`src/rtl/modexp_pkg.sv`:
```
package modexp_pkg;

    typedef enum logic [2:0] {
        S_IDLE = 3'd0,
        S_BASE = 3'd1,
        S_SCAN = 3'd2,
        S_SQR  = 3'd3,
        S_MUL  = 3'd4
    } mx_state_t;

endpackage

```
`src/rtl/modexp_reduce.sv`:
```
// Bit-serial reduction of a W-bit value modulo a W-bit modulus, W cycles.
module modexp_reduce #(
    parameter int W = 32
) (
    input  logic         clk,
    input  logic         rst_n,
    input  logic         go,
    input  logic [W-1:0] x_in,
    input  logic [W-1:0] n_in,
    output logic         fin,
    output logic [W-1:0] rem
);
    localparam int CW = $clog2(W + 1);

    typedef struct packed {
        logic [W-1:0]  x;
        logic [W-1:0]  n;
        logic [W-1:0]  r;
        logic [CW-1:0] cnt;
        logic          run;
        logic          fin;
    } red_t;

    red_t q, d;

    always_comb begin
        logic [W:0] t;
        d     = q;
        d.fin = 1'b0;
        t     = '0;
        if (go) begin
            d.x   = x_in;
            d.n   = n_in;
            d.r   = '0;
            d.cnt = CW'(W);
            d.run = 1'b1;
        end else if (q.run) begin
            t = {q.r, q.x[W-1]};
            if (t >= {1'b0, q.n}) t = t - {1'b0, q.n};
            d.r   = t[W-1:0];
            d.x   = q.x << 1;
            d.cnt = q.cnt - CW'(1);
            if (q.cnt == CW'(1)) begin
                d.run = 1'b0;
                d.fin = 1'b1;
            end
        end
    end

    always_ff @(posedge clk or negedge rst_n) begin
        if (!rst_n) q <= '0;
        else        q <= d;
    end

    assign fin = q.fin;
    assign rem = q.r;

    p_base_below_n_r10: assert property (@(posedge clk) disable iff (!rst_n)
        fin |-> (rem < q.n));

    p_fin_pulse_r7: assert property (@(posedge clk) disable iff (!rst_n)
        fin |=> !fin);

endmodule

```
`src/rtl/modexp_mulmod.sv`:
```
// Interleaved shift-add modular multiplier: a*b mod n in W cycles, needs a < n.
module modexp_mulmod #(
    parameter int W = 32
) (
    input  logic         clk,
    input  logic         rst_n,
    input  logic         go,
    input  logic [W-1:0] a_in,
    input  logic [W-1:0] b_in,
    input  logic [W-1:0] n_in,
    output logic         fin,
    output logic [W-1:0] prod
);
    localparam int CW = $clog2(W + 1);

    typedef struct packed {
        logic [W-1:0]  a;
        logic [W-1:0]  b;
        logic [W-1:0]  n;
        logic [W-1:0]  acc;
        logic [CW-1:0] cnt;
        logic          run;
        logic          fin;
    } mm_t;

    mm_t q, d;

    always_comb begin
        logic [W:0] t;
        d     = q;
        d.fin = 1'b0;
        t     = '0;
        if (go) begin
            d.a   = a_in;
            d.b   = b_in;
            d.n   = n_in;
            d.acc = '0;
            d.cnt = CW'(W);
            d.run = 1'b1;
        end else if (q.run) begin
            t = {q.acc, 1'b0};
            if (t >= {1'b0, q.n}) t = t - {1'b0, q.n};
            if (q.b[W-1]) t = t + {1'b0, q.a};
            if (t >= {1'b0, q.n}) t = t - {1'b0, q.n};
            d.acc = t[W-1:0];
            d.b   = q.b << 1;
            d.cnt = q.cnt - CW'(1);
            if (q.cnt == CW'(1)) begin
                d.run = 1'b0;
                d.fin = 1'b1;
            end
        end
    end

    always_ff @(posedge clk or negedge rst_n) begin
        if (!rst_n) q <= '0;
        else        q <= d;
    end

    assign fin  = q.fin;
    assign prod = q.acc;

    p_prod_below_n_r10: assert property (@(posedge clk) disable iff (!rst_n)
        fin |-> (prod < q.n));

    p_operand_reduced_r10: assert property (@(posedge clk) disable iff (!rst_n)
        q.run |-> (q.a < q.n));

endmodule

```
`src/rtl/modexp_engine.sv`:
```
module modexp_engine
    import modexp_pkg::*;
#(
    parameter int W = 32
) (
    input  logic         clk,
    input  logic         rst_n,
    input  logic         start,
    input  logic [W-1:0] msg,
    input  logic [W-1:0] expo,
    input  logic [W-1:0] modulus,
    output logic         busy,
    output logic         done,
    output logic [W-1:0] result
);
    localparam int CW = $clog2(W + 1);

    typedef struct packed {
        mx_state_t     st;
        logic [W-1:0]  e;
        logic [W-1:0]  n;
        logic [W-1:0]  m;
        logic [W-1:0]  base;
        logic [W-1:0]  op_a;
        logic [W-1:0]  op_b;
        logic [CW-1:0] left;
        logic          kick_red;
        logic          kick_mm;
        logic          done;
        logic [W-1:0]  res;
    } eng_t;

    eng_t q, d;

    logic         rd_fin;
    logic [W-1:0] rd_val;
    logic         mm_fin;
    logic [W-1:0] mm_val;

    modexp_reduce #(.W(W)) u_reduce (
        .clk   (clk),
        .rst_n (rst_n),
        .go    (q.kick_red),
        .x_in  (q.m),
        .n_in  (q.n),
        .fin   (rd_fin),
        .rem   (rd_val)
    );

    modexp_mulmod #(.W(W)) u_mulmod (
        .clk   (clk),
        .rst_n (rst_n),
        .go    (q.kick_mm),
        .a_in  (q.op_a),
        .b_in  (q.op_b),
        .n_in  (q.n),
        .fin   (mm_fin),
        .prod  (mm_val)
    );

    always_comb begin
        logic         adv;
        logic [W-1:0] v;
        d          = q;
        d.kick_red = 1'b0;
        d.kick_mm  = 1'b0;
        d.done     = 1'b0;
        adv        = 1'b0;
        v          = '0;
        unique case (q.st)
            S_IDLE: begin
                if (start) begin
                    d.e        = expo;
                    d.n        = modulus;
                    d.m        = msg;
                    d.left     = CW'(W);
                    d.kick_red = 1'b1;
                    d.st       = S_BASE;
                end
            end
            S_BASE: begin
                if (rd_fin) begin
                    d.base = rd_val;
                    d.st   = S_SCAN;
                end
            end
            S_SCAN: begin
                if (q.e == '0) begin
                    d.res  = {{(W-1){1'b0}}, (q.n != {{(W-1){1'b0}}, 1'b1})};
                    d.done = 1'b1;
                    d.st   = S_IDLE;
                end else if (!q.e[W-1]) begin
                    d.e    = q.e << 1;
                    d.left = q.left - CW'(1);
                end else begin
                    adv = 1'b1;
                    v   = q.base;
                end
            end
            S_SQR: begin
                if (mm_fin) begin
                    if (q.e[W-1]) begin
                        d.op_a    = q.base;
                        d.op_b    = mm_val;
                        d.kick_mm = 1'b1;
                        d.st      = S_MUL;
                    end else begin
                        adv = 1'b1;
                        v   = mm_val;
                    end
                end
            end
            S_MUL: begin
                if (mm_fin) begin
                    adv = 1'b1;
                    v   = mm_val;
                end
            end
            default: d.st = S_IDLE;
        endcase

        if (adv) begin
            d.e    = q.e << 1;
            d.left = q.left - CW'(1);
            if (q.left == CW'(1)) begin
                d.res  = v;
                d.done = 1'b1;
                d.st   = S_IDLE;
            end else begin
                d.op_a    = v;
                d.op_b    = v;
                d.kick_mm = 1'b1;
                d.st      = S_SQR;
            end
        end
    end

    always_ff @(posedge clk or negedge rst_n) begin
        if (!rst_n) q <= '0;
        else        q <= d;
    end

    assign busy   = (q.st != S_IDLE);
    assign done   = q.done;
    assign result = q.res;

    p_busy_after_start_r2: assert property (@(posedge clk) disable iff (!rst_n)
        (start && !busy) |=> busy);

    p_done_pulse_r7: assert property (@(posedge clk) disable iff (!rst_n)
        done |=> !done);

    p_done_when_idle_r7: assert property (@(posedge clk) disable iff (!rst_n)
        done |-> !busy);

    p_result_hold_r9: assert property (@(posedge clk) disable iff (!rst_n)
        !done |-> $stable(result));

    p_result_below_n_r10: assert property (@(posedge clk) disable iff (!rst_n)
        done |-> (result < q.n));

    p_modulus_nonzero_r3: assert property (@(posedge clk) disable iff (!rst_n)
        busy |-> (q.n != '0));

endmodule

```
`config.mk`:
```
export PLATFORM = sky130hd
export DESIGN_NAME = modexp_engine
export DESIGN_NICKNAME = d
export VERILOG_FILES = /design/src/rtl/modexp_pkg.sv /design/src/rtl/modexp_reduce.sv /design/src/rtl/modexp_mulmod.sv /design/src/rtl/modexp_engine.sv
export SDC_FILE = /design/constraint.sdc
export NUM_CORES = 1
export LEC_CHECK = 0
export ABC_AREA = 1
export ABC_CLOCK_PERIOD_IN_PS = 6200
export BUFFER_PORTS_ARGS = -buffer_cell sky130_fd_sc_hd__buf_4
export CORE_MARGIN = 2
export CORE_UTILIZATION = 46
export CTS_CLUSTER_SIZE = 30
export DETAILED_ROUTE_END_ITERATION = 7
export SLEW_MARGIN = 10
export SYNTH_ARGS = -nofsm -noshare
export SYNTH_HDL_FRONTEND = slang
export SYNTH_SLANG_ARGS = --single-unit
```
`constraint.sdc`:
```
create_clock -name clk -period 6.2 [get_ports clk]
set_clock_uncertainty 0.1 [all_clocks]
set_input_delay 0.93 -clock clk [delete_from_list [all_inputs] [get_ports clk]]
set_output_delay 0.93 -clock clk [all_outputs]
set_load 0.03 [all_outputs]
```
==> results.txt <==
The run finished with clean final reports. The worst endpoint required time came out at 6630 ps. The floorplan step set the die height to 258.4 µm.

By instance count, the cell type seen most on the critical path is nand2_1. The die covers 66770 µm². By area the synthesized netlist is led by dfrtp_1 40%, nand2_1 15%, inv_1 5.9%. The initial DRC count is 2345, and the final RePlAce weighted congestion is 0.9934. Grouping stages by cell kind, the critical path spends the most delay in simple AND/OR/NAND/NOR gates. The tools report the via count of the first global-routing pass as 25872.

Counting tap cells, the placed design contains a total of 4939 instances. For the finished layout, the period the worst path requires is 5898 ps. The share of the core filled with cells was 0.5423; the boundary pin count was 133.

The layout has 6267 filler cells. The clock buffer count from CTS came out at 54. Final count of pins violating max slew: 0.

Ranked by instance count, the synthesized netlist is headed by 1198 x nand2_1, 476 x dfrtp_1, 470 x inv_1. The tool flagged a number of max-cap violations equal to 0. The logs give 0 for the final count of negative-setup-slack endpoints and 3 for the number of buffers on the longest clock path. In the final layout, the multi-input gates occupy 15870 µm². The global route total overflow is 0. TritonCTS built the clock tree.

The worst setup path is of the flip-flop to flip-flop kind. The tools report the CTS sink count as 476. Startpoint type of the worst setup path: a flip-flop. After legalization and detailed placement, the total HPWL measured 79140 µm. The tools report the endpoint type of the worst setup path as a flip-flop. Data on the critical path arrives at its endpoint at 6320 ps. At the later pin of the worst-skew pair, clock insertion delay measures 630 ps. The proportion of netlist area held by the largest area contributor was 0.4001. The met2 demand-to-capacity share in global routing is 0.4745.

In the routed layout, each cell is associated on average with a via count of 5.409. The cell sitting at the root of the clock tree is a clkbuf_16. The logs give 0.4635 for the starting density of the core and 29770 µm² for the netlist area before placement.

The slowest stage cell on the critical path is dfrtp_1. The number of hold-slack violations in the final timing report is 0. The count of input and output buffers works out to 132. The region available for standard cell placement spans 64230 µm².

The register bit count reported by yosys was 476; the number of nets in the final layout was 4384. Of all nets on the critical path, the largest fanout is 12. The first detailed-routing pass ran for 8 iterations. The die is 258.4 µm wide. The final standard cell count with taps included and fillers excluded is 5047, and the part of the cycle the worst path needs is 0.9513. The number of flops mapped to enable cells by yosys came out at 0. The share of synthesized flip-flops with an asynchronous set or reset is 1.000. The largest area contributor in the netlist was dfrtp_1. The tools report the number of antenna repair diodes as 0. The sequential cell area is 11920 µm², and the count of different cell masters after synthesis is 54.

In this design, the stage delay of the slowest critical-path cell is 360 ps. The number of nets in the synthesized netlist is 4211. Dividing the detail-routed wire length by the instance count gives 20.32 µm.

The run gives 2 as the maximum level of the CTS H-tree. The run gives 102600 µm as the final wirelength. The global routing usage summed across all routing layers was 0.3040; the growth of design area from synthesis to finish was 17.01%. For the pin with the worst max-slew slack, the measured transition is 1126 ps. The clock slew at the register clock pins of the worst setup and hold paths works out to 70 ps. Type of the most critical hold path: input port to asynchronous set/reset pin. After technology mapping, the gate count stands at 3974.

The routing usage on met3 was 0.02690; the final antenna-violating net count was 0. For this run, the number of Yosys warnings is 0. The floorplan has 93 rows. The most used routing layer in global routing is met2.

The share of cells above drive strength 1 works out to 0.1431. The first-pass GRT wire length is 155600 µm. The number of buffers and inverters on the critical path is 8. Most frequently used cell type in the post-synthesis netlist: nand2_1. The tools report the global routing usage on met1 as 0.4446. For this run, design rule violations remaining after detail routing come to 0. The number of hold buffers added after CTS was 0. Detailed routing inserted a total of 27301 vias.

The run gives 169.6 MHz as the timing-limited maximum frequency. Entering global routing, the biggest net connects 137 pins. Leading register cell type out of synthesis: dfrtp_1. For the number of antenna violations at the first check in global routing, the log shows 1. Dividing the synthesized area by the synthesized cell count gives 7.492 µm². The sequential fraction of the synthesis area came out at 0.4001. Worst slew margin relative to its limit: 0.2492.
==> per-stage QoR <==
stage	worst slack (ps)	hold WS, ps	area [µm²]	TNS, ps
after floorplan	1135	348.0	29770	0
after global placement	-265.0	362.5	32300	-6621
after detailed placement	-135.6	367.0	32300	-3041
after CTS	7.728	199.5	34160	0
after global routing	-16.98	231.2	34840	-19.22
final	302.2	181.5	34840	0
==> logic make-up (layout without fill, tap and decap cells) <==
logic type	count (synthesis)	in the layout	share of synthesized area
adders and majority gates	138	138	0.05900
xor gates and xnor gates	76	76	0.02236
DFF	476	476	0.4001
AOI/OAI and AO/OA	672	672	0.1301
and+or+nand+nor	1837	1838	0.2575
muxes	116	116	0.04131
buffers and inverters	659	876	0.08960
==> what timing repair did <==
action                                 CTS  global route
buffers inserted                         0             6
gates resized for setup                  2           145
pin swaps                                0            20
endpoints found under the hold margin    0             0
cloned                                   0             1
setup endpoints to repair               32            32
==> placed cells by master, fill, tap and decap left out, types with 14 or more instances in the layout <==
master,count
a22o_1,21
nand2_2,35
inv_2,17
o21bai_1,21
ha_4,23
nand3b_1,16
o22ai_1,17
o21ai_0,247
dfrtp_1,471
clkbuf_1,15
nand3_1,256
o221ai_1,14
inv_1,461
nor4_1,17
mux2i_1,61
buf_4,283
o211ai_1,34
o21ai_1,16
ha_1,103
nand4_1,54
a22oi_1,54
nor2_2,17
clkbuf_16,54
xor2_1,32
nor3_1,26
a21oi_1,206
xnor2_1,43
nor2_1,198
nand2_1,1169
mux2_2,55
==> metal layers <==
layer / vias to the layer above / routed length (µm)
met5: - / 0
met4: 0 / 3598
met3: 138 / 5005
met2: 747 / 45680
met1: 13031 / 48270
li1: 13385 / -
==> final cells by class <==
cell class	instances	area share
inverters	482	0.05204
clock buffers	82	0.04554
multi-input cells	2840	0.4555
flip-flops and latches	476	0.3422
repair buffers	293	0.06659
well taps	855	0.03071
clock inverters	19	0.007435
==> state kept, by name (all words and copies together) (netlist names) <==
signal,count
u_reduce.fin,1
q,203
u_mulmod.prod,32
u_reduce.rem,32
result,32
u_mulmod.fin,1
done,1
u_reduce.q,71
u_mulmod.q,103
==> final timing paths <==
check / from / to / slack (ps) / cells past startpoint
worst max-delay path: u_mulmod.q[65]$_DFFE_PN0P_ / u_mulmod.prod[24]$_DFFE_PN0P_ / 300 / 36
worst min-delay path: rst_n / q[219]$_DFFE_PN0P_ / 180 / 1
worst max register to register: u_mulmod.q[65]$_DFFE_PN0P_ / u_mulmod.prod[24]$_DFFE_PN0P_ / 300 / 36
worst min register to register: q[84]$_DFF_PN0_ / u_mulmod.q[115]$_DFFE_PN0P_ / 370 / 2
max in group asynchronous: rst_n / u_mulmod.q[70]$_DFFE_PN0P_ / 4530 / 2
min in group clk: q[84]$_DFF_PN0_ / u_mulmod.q[115]$_DFFE_PN0P_ / 370 / 2
==> worst register-to-register path, delay by kind of cell, from the launching register on <==
family | cells | cell delay [ps]
DFF | 1 | 360
xor gates and xnor gates | 1 | 240
and+or+nand+nor | 21 | 2570
buffers and inverters | 8 | 1020
adders and majority gates | 3 | 970
AOI/OAI and AO/OA | 3 | 550
Power is left out: the tool's default activity adds up to more than one toggle a clock period on the data nets, which glitch-free logic cannot reach.
